===== config.mk =====
export PLATFORM = sky130hd
export DESIGN_NAME = rstcmd_decoder
export DESIGN_NICKNAME = d
export VERILOG_FILES = /design/src/rtl/rstcmd_pkg.sv /design/src/rtl/rstcmd_octet_reg.sv /design/src/rtl/rstcmd_parser.sv /design/src/rtl/rstcmd_sequencer.sv /design/src/rtl/rstcmd_decoder.sv
export SDC_FILE = /design/constraint.sdc
export NUM_CORES = 1
export LEC_CHECK = 0
export ABC_AREA = 0
export CORE_ASPECT_RATIO = 1.1
export CORE_MARGIN = 8
export CORE_UTILIZATION = 40
export DETAILED_ROUTE_END_ITERATION = 16
export GPL_TIMING_DRIVEN = 0
export SETUP_SLACK_MARGIN = 0.4
export SLEW_MARGIN = 20
export SYNTH_ARGS = -nofsm -noshare
export SYNTH_HDL_FRONTEND = slang
export SYNTH_SLANG_ARGS = --single-unit

===== constraint.sdc =====
create_clock -name clk -period 5.4 [get_ports clk]
set_input_delay 1.08 -clock clk [delete_from_list [all_inputs] [get_ports clk]]
set_output_delay 1.08 -clock clk [all_outputs]
set_load 0.01 [all_outputs]

===== src/rtl/rstcmd_pkg.sv =====
package rstcmd_pkg;
    localparam int BYTE_W = 8;

    // Payload positions that the command format fixes.
    localparam int LOC_IDX  = 0;
    localparam int TYPE_IDX = 1;
    localparam int MAC_IDX  = 2;

    // Mask bit positions for the peripheral resets.
    localparam int ADC_BIT = 1;
    localparam int DAC_BIT = 0;

    typedef enum logic [1:0] {
        CMD_NONE = 2'd0,
        CMD_HARD = 2'd1,
        CMD_SOFT = 2'd2
    } cmd_kind_e;

    typedef enum logic {
        SEQ_IDLE = 1'b0,
        SEQ_WAIT = 1'b1
    } seq_state_e;

    typedef struct packed {
        logic adc;
        logic dac;
    } periph_mask_t;

    function automatic int mask_index(input int mac_bytes);
        return MAC_IDX + mac_bytes;
    endfunction
endpackage


===== src/rtl/rstcmd_octet_reg.sv =====
module rstcmd_octet_reg #(
    parameter int W = 8
) (
    input  logic         clk,
    input  logic         rst,
    input  logic         load,
    input  logic [W-1:0] d,
    output logic [W-1:0] q
);
    always_ff @(posedge clk) begin
        if (rst)       q <= '0;
        else if (load) q <= d;
    end
endmodule


===== src/rtl/rstcmd_parser.sv =====
module rstcmd_parser
    import rstcmd_pkg::*;
#(
    parameter int          MAC_BYTES = 6,
    parameter logic [7:0]  TYPE_HARD = 8'h52,
    parameter logic [7:0]  TYPE_SOFT = 8'hD2,
    localparam int         MAC_W     = MAC_BYTES * BYTE_W
) (
    input  logic              clk,
    input  logic              rst,
    input  logic              in_valid,
    input  logic [BYTE_W-1:0] in_data,
    input  logic              in_first,
    input  logic              in_last,
    output cmd_kind_e         evt_kind,
    output logic [BYTE_W-1:0] evt_loc,
    output logic [MAC_W-1:0]  evt_mac,
    output periph_mask_t      evt_mask
);
    localparam int MASK_IDX = mask_index(MAC_BYTES);
    localparam int CNT_MAX  = MASK_IDX + 1;
    localparam int CNT_W    = $clog2(CNT_MAX + 1);

    logic              in_pkt;
    logic [CNT_W-1:0]  cnt;
    logic [CNT_W-1:0]  idx;
    logic              beat_ok;
    logic [BYTE_W-1:0] loc_q;
    logic [BYTE_W-1:0] type_q;
    logic [BYTE_W-1:0] cur_type;
    periph_mask_t      mask_q;
    periph_mask_t      cur_mask;

    // A beat counts only inside a framed packet or when it opens a new one.
    assign beat_ok  = in_valid && (in_first || in_pkt);
    assign idx      = in_first ? '0 : cnt;
    assign cur_type = (idx == CNT_W'(TYPE_IDX)) ? in_data : type_q;
    assign cur_mask = (idx == CNT_W'(MASK_IDX))
                      ? periph_mask_t'({in_data[ADC_BIT], in_data[DAC_BIT]})
                      : mask_q;

    always_ff @(posedge clk) begin
        if (rst) begin
            in_pkt <= 1'b0;
            cnt    <= '0;
        end else if (beat_ok) begin
            in_pkt <= !in_last;
            cnt    <= (idx >= CNT_W'(CNT_MAX)) ? CNT_W'(CNT_MAX) : idx + 1'b1;
        end
    end

    rstcmd_octet_reg #(.W(BYTE_W)) u_loc (
        .clk (clk), .rst (rst),
        .load(beat_ok && idx == CNT_W'(LOC_IDX)),
        .d   (in_data), .q(loc_q)
    );

    rstcmd_octet_reg #(.W(BYTE_W)) u_type (
        .clk (clk), .rst (rst),
        .load(beat_ok && idx == CNT_W'(TYPE_IDX)),
        .d   (in_data), .q(type_q)
    );

    rstcmd_octet_reg #(.W(2)) u_mask (
        .clk (clk), .rst (rst),
        .load(beat_ok && idx == CNT_W'(MASK_IDX)),
        .d   (cur_mask), .q(mask_q)
    );

    // One shadow register per address byte; first byte on the wire is most significant.
    for (genvar g = 0; g < MAC_BYTES; g++) begin : g_mac
        logic [BYTE_W-1:0] oct_q;
        rstcmd_octet_reg #(.W(BYTE_W)) u_oct (
            .clk (clk), .rst (rst),
            .load(beat_ok && idx == CNT_W'(MAC_IDX + g)),
            .d   (in_data), .q(oct_q)
        );
        assign evt_mac[MAC_W-1-g*BYTE_W -: BYTE_W] = oct_q;
    end

    always_comb begin
        evt_kind = CMD_NONE;
        if (beat_ok && in_last && idx >= CNT_W'(TYPE_IDX)) begin
            if (cur_type == TYPE_HARD)
                evt_kind = CMD_HARD;
            else if (cur_type == TYPE_SOFT && idx >= CNT_W'(MASK_IDX))
                evt_kind = CMD_SOFT;
        end
    end

    assign evt_loc  = loc_q;
    assign evt_mask = cur_mask;
endmodule


===== src/rtl/rstcmd_sequencer.sv =====
module rstcmd_sequencer
    import rstcmd_pkg::*;
#(
    parameter int MAC_W = 48
) (
    input  logic              clk,
    input  logic              rst,
    input  cmd_kind_e         evt_kind,
    input  logic [BYTE_W-1:0] evt_loc,
    input  logic [MAC_W-1:0]  evt_mac,
    input  periph_mask_t      evt_mask,
    input  logic              seq_done,
    output logic              hard_rst_stb,
    output logic              soft_rst_stb,
    output logic              adc_rst_stb,
    output logic              dac_rst_stb,
    output logic              status_req_stb,
    output logic [BYTE_W-1:0] slot_loc,
    output logic [MAC_W-1:0]  partner_mac
);
    seq_state_e state;

    always_ff @(posedge clk) begin
        if (rst) begin
            state          <= SEQ_IDLE;
            hard_rst_stb   <= 1'b0;
            soft_rst_stb   <= 1'b0;
            adc_rst_stb    <= 1'b0;
            dac_rst_stb    <= 1'b0;
            status_req_stb <= 1'b0;
            slot_loc       <= '0;
            partner_mac    <= '0;
        end else begin
            hard_rst_stb   <= 1'b0;
            soft_rst_stb   <= 1'b0;
            adc_rst_stb    <= 1'b0;
            dac_rst_stb    <= 1'b0;
            status_req_stb <= 1'b0;
            case (state)
                SEQ_IDLE: begin
                    if (evt_kind == CMD_HARD) begin
                        hard_rst_stb <= 1'b1;
                        slot_loc     <= evt_loc;
                        state        <= SEQ_WAIT;
                    end else if (evt_kind == CMD_SOFT) begin
                        soft_rst_stb <= 1'b1;
                        adc_rst_stb  <= evt_mask.adc;
                        dac_rst_stb  <= evt_mask.dac;
                        slot_loc     <= evt_loc;
                        partner_mac  <= evt_mac;
                        state        <= SEQ_WAIT;
                    end
                end
                SEQ_WAIT: begin
                    if (seq_done) begin
                        status_req_stb <= 1'b1;
                        state          <= SEQ_IDLE;
                    end
                end
                default: state <= SEQ_IDLE;
            endcase
        end
    end
endmodule


===== src/rtl/rstcmd_decoder.sv =====
module rstcmd_decoder
    import rstcmd_pkg::*;
#(
    parameter int          MAC_BYTES = 6,
    parameter logic [7:0]  TYPE_HARD = 8'h52,
    parameter logic [7:0]  TYPE_SOFT = 8'hD2,
    localparam int         MAC_W     = MAC_BYTES * BYTE_W
) (
    input  logic              clk,
    input  logic              rst,
    input  logic              in_valid,
    input  logic [BYTE_W-1:0] in_data,
    input  logic              in_first,
    input  logic              in_last,
    input  logic              seq_done,
    output logic              hard_rst_stb,
    output logic              soft_rst_stb,
    output logic              adc_rst_stb,
    output logic              dac_rst_stb,
    output logic              status_req_stb,
    output logic [BYTE_W-1:0] slot_loc,
    output logic [MAC_W-1:0]  partner_mac
);
    cmd_kind_e         evt_kind;
    logic [BYTE_W-1:0] evt_loc;
    logic [MAC_W-1:0]  evt_mac;
    periph_mask_t      evt_mask;

    rstcmd_parser #(
        .MAC_BYTES(MAC_BYTES), .TYPE_HARD(TYPE_HARD), .TYPE_SOFT(TYPE_SOFT)
    ) u_parser (
        .clk(clk), .rst(rst),
        .in_valid(in_valid), .in_data(in_data),
        .in_first(in_first), .in_last(in_last),
        .evt_kind(evt_kind), .evt_loc(evt_loc),
        .evt_mac(evt_mac), .evt_mask(evt_mask)
    );

    rstcmd_sequencer #(.MAC_W(MAC_W)) u_seq (
        .clk(clk), .rst(rst),
        .evt_kind(evt_kind), .evt_loc(evt_loc),
        .evt_mac(evt_mac), .evt_mask(evt_mask),
        .seq_done(seq_done),
        .hard_rst_stb(hard_rst_stb), .soft_rst_stb(soft_rst_stb),
        .adc_rst_stb(adc_rst_stb), .dac_rst_stb(dac_rst_stb),
        .status_req_stb(status_req_stb),
        .slot_loc(slot_loc), .partner_mac(partner_mac)
    );
endmodule


==> Flow_metrics.wiki <==
{| class="wikitable"
! Metric !! Value
|-
| Post-synthesis async set-or-reset flop share || 0
|-
| Global-route wire length before repair || 20700 um
|-
| Inserted Clock Buffers || 17
|-
| Initial DRC Count || 164
|-
| Required @ worst endpoint || 5.73 ns
|-
| Worst Path Max Fanout || 10
|-
| Number of violations of the max-capacitance limit || 0
|-
| Num rows || 43
|-
| Number of endpoints failing setup at the final stage || 0
|-
| Vias in the first global route || 4058
|-
| Avg Inst Size Synth || 9.29 sq um
|-
| Total number of vias || 3968
|-
| Port bufs || 66
|-
| Crit path launch type || primary input
|-
| Routed WL per cell || 16.3 um
|-
| Static power due to leakage || 2.71 nW
|-
| Final RePlAce weighted congestion || 0.784
|-
| Skew final || 0.00648 ns
|-
| Cts-stage hold buffer count || 0
|-
| Global-route usage over all layers || 0.162
|-
| Pwr dens || 342 mW/mm^2
|-
| TritonCTS clock tree || built
|-
| Sort of element at the end of the critical path || flop
|-
| Resized Gates After CTS || 0
|-
| Area of the die || 0.0166 sq mm
|-
| Top cells by instance count after synthesis || sky130_fd_sc_hd__dfxtp_1, sky130_fd_sc_hd__nand2_1, sky130_fd_sc_hd__nor2_1, sky130_fd_sc_hd__mux2i_1, sky130_fd_sc_hd__a21oi_1
|-
| Total Power Consumption || 2.24 mW
|-
| Share of Yosys cell area claimed by the top area cell type || 0.524
|-
| Most frequent cell after synthesis || sky130_fd_sc_hd__dfxtp_1
|-
| Worst hold path type || reg2reg
|-
| Number of sinks driven by the clock tree || 133
|-
| Pins over their slew limit || 0
|-
| Layout cell share with drive strength beyond 1 || 0.0792
|-
| Residual overflow from global routing || 0
|-
| Synthesized instance count || 547
|-
| Clk Latency, worst-skew pair || 0.41 ns
|-
| Transition time at the pin with the least slew margin || 0.784 ns
|-
| Maximum clock frequency || 228 MHz
|-
| H-tree depth reported by CTS || 4
|-
| Average vias per placed instance || 4.95
|-
| Max_slew headroom || 0.478
|-
| Maximum number of pins on one net before global-route repair || 17
|-
| Detailed Route WL || 13000 um
|-
| Synthesized cell area || 0.00508 sq mm
|-
| Power Internal || 1.77 mW
|-
| Number of register bits inferred by synthesis || 133
|-
| IO Pins || 75
|-
| Setup TNS || 0 ns
|-
| Number of buffers inserted by post-CTS setup repair || 0
|-
| Setup CP Type || in2reg
|-
| Clk pin slew, worst setup/hold paths || 0.05 ns
|-
| Final Hold Viols || 0
|-
| Worst-case register-to-register setup slack || 2.26 ns
|-
| Initial antenna violation count || 0
|-
| Cell chosen for the clock root || sky130_fd_sc_hd__clkbuf_16
|-
| Sequential-to-total area share from yosys stat || 0.524
|-
| Status || completed
|-
| Minimum period implied by the final worst setup slack || 4.39 ns
|-
| Combinational Power Share || 0.035
|-
| Cell type with the largest total area after synthesis || sky130_fd_sc_hd__dfxtp_1
|-
| NetSw || 0.466 mW
|-
| Diode insertion count for antenna repair || 0
|-
| Antenna violation net count after detailed routing || 0
|-
| Synth top area cells || sky130_fd_sc_hd__dfxtp_1, sky130_fd_sc_hd__mux2i_1, sky130_fd_sc_hd__nand2_1
|-
| Effective utilization at floorplan || 0.405
|-
| Peak supply drop || 0.000180 V
|-
| RSZ-0062 raised after global routing || no
|-
| Number of inserted filler cells in the final layout || 1191
|-
| Post-route clock period utilization || 0.812
|-
| Post-synth EDFFs || 0
|-
| Relative contribution of sequential cells to total power || 0.444
|-
| Die Wd || 123 um
|-
| Clock network power share || 0.522
|-
| Remaining DRCs || 0
|-
| WP data arrival || 4.72 ns
|-
| Growth of design area from synthesis to finish || 28.7%
|-
| Maximum buffer depth of the clock tree || 2
|-
| Distinct cell type count after synthesis || 40
|-
| Length of the first detailed-routing pass in iterations || 5
|-
| Hpwl dp || 8910 um
|-
| Standard cell core area || 0.0125 sq mm
|-
| Sw Ratio || 0.208
|-
| Main synth FF type || sky130_fd_sc_hd__dfxtp_1
|-
| Number of nets at the end of the flow || 652
|-
| Total number of yosys warnings || 0
|-
| Height of the chip || 134 um
|-
| Syn_nets || 567
|}
[logic make-up after synthesis]
| logic type | count (synthesis) | share of synthesized area |
|---|---|---|
| AND/OR/NAND/NOR | 211 | 0.187 |
| flip-flops | 133 | 0.524 |
| AO/OA/AOI/OAI | 85 | 0.103 |
| multiplexers | 67 | 0.132 |
| buffers and inverters | 44 | 0.0379 |
| adder cells (fa/ha/maj) | 6 | 0.0148 |
| XOR/XNOR | 1 | 0.00172 |
[placed cells by master, fill, tap and decap left out, drive strengths merged, types with 4 or more instances in the layout]
cell type	synthesis	final
clkdlybuf4s50	0	66
mux2i	67	67
a21oi	61	61
nand2	112	112
ha	6	6
nor2	70	70
o21ai	11	11
nand3	8	8
clkbuf	33	56
o211ai	4	4
nor3b	4	4
dfxtp	133	133
buf	8	8
[per-stage QoR]
step | worst slack [ns] | hold slack (ns) | utilization | cells | instance area, sq um
CTS | 0.986 | 0.456 | 0.522 | 801 | 6540
detailed placement | 0.577 | 0.449 | 0.474 | 770 | 5940
floorplan | 1.78 | 0.432 | - | 547 | 5080
global placement | 0.589 | 0.445 | 0.474 | 770 | 5940
global route | 0.708 | 0.471 | 0.522 | 801 | 6540
finish | 1.01 | 0.452 | 0.522 | 801 | 6540
[critical path: stages]
cell	delay [ns]
sky130_fd_sc_hd__clkdlybuf4s50_1	0.56
sky130_fd_sc_hd__buf_4	0.26
sky130_fd_sc_hd__nand2b_1	0.19
sky130_fd_sc_hd__inv_1	0.10
sky130_fd_sc_hd__ha_1	0.32
sky130_fd_sc_hd__or2_1	0.25
sky130_fd_sc_hd__a211o_1	0.31
sky130_fd_sc_hd__a21oi_2	0.19
sky130_fd_sc_hd__nand3_1	0.10
sky130_fd_sc_hd__ha_1	0.21
sky130_fd_sc_hd__nor2_1	0.16
sky130_fd_sc_hd__and2_1	0.24
sky130_fd_sc_hd__buf_2	0.26
sky130_fd_sc_hd__buf_2	0.25
sky130_fd_sc_hd__nand2_1	0.09
sky130_fd_sc_hd__a21oi_1	0.14
[flip-flops by register name, summed over array words and instances (netlist names)]
name / cells
u_parser.g_mac.u_oct.q: 48
u_seq.adc_rst_stb: 1
u_parser.u_type.q: 8
u_seq.soft_rst_stb: 1
u_parser.in_pkt: 1
u_seq.slot_loc: 8
u_parser.u_mask.q: 2
u_seq.status_req_stb: 1
u_parser.cnt: 4
u_parser.u_loc.q: 8
u_seq.dac_rst_stb: 1
u_seq.hard_rst_stb: 1
u_seq.partner_mac: 48
u_seq.state: 1
[final timing paths]
check                                to                  start  depth (start not counted)
setup reg to reg  u_seq.partner_mac[39]        u_parser.cnt[0]                         14
hold reg to reg   u_seq.partner_mac[11]  u_seq.partner_mac[11]                          2
hold / removal    u_seq.partner_mac[11]  u_seq.partner_mac[11]                          2
setup / recovery  u_seq.partner_mac[39]               in_first                         16
[per-layer routing]
layer  track usage  vias up  share of wire  wire length [um]
met5             0        -              0                 0
met4        0.0697        0          0.016               205
met3        0.0412       17          0.054               706
met2         0.277       79           0.50              6550
met1         0.187     1873           0.43              5570
li1              -     1999              -                 -
[final cells by class]
type | count | area, sq um | area share
clock buffers | 23 | 478 | 0.0731
multi-input cells | 370 | 2230 | 0.340
well taps | 157 | 196 | 0.0300
plain buffers | 41 | 181 | 0.0277
repair buffers | 66 | 661 | 0.101
clock inverters | 8 | 124 | 0.0189
inverters | 3 | 11.3 | 0.00172
flip-flops and latches | 133 | 2660 | 0.407
[power groups by stage]
stage	Clock [mW]	Combinational (mW)	Sequential, mW
2_1_floorplan	0	0.0511	1.01
3_3_place_gp	0	0.0764	1.01
3_5_place_dp	0	0.0779	1.01
4_1_cts	1.18	0.0786	0.992
5_1_grt	1.23	0.0836	0.992
6_report	1.17	0.0774	0.992
(Power assumes the default switching activity.)
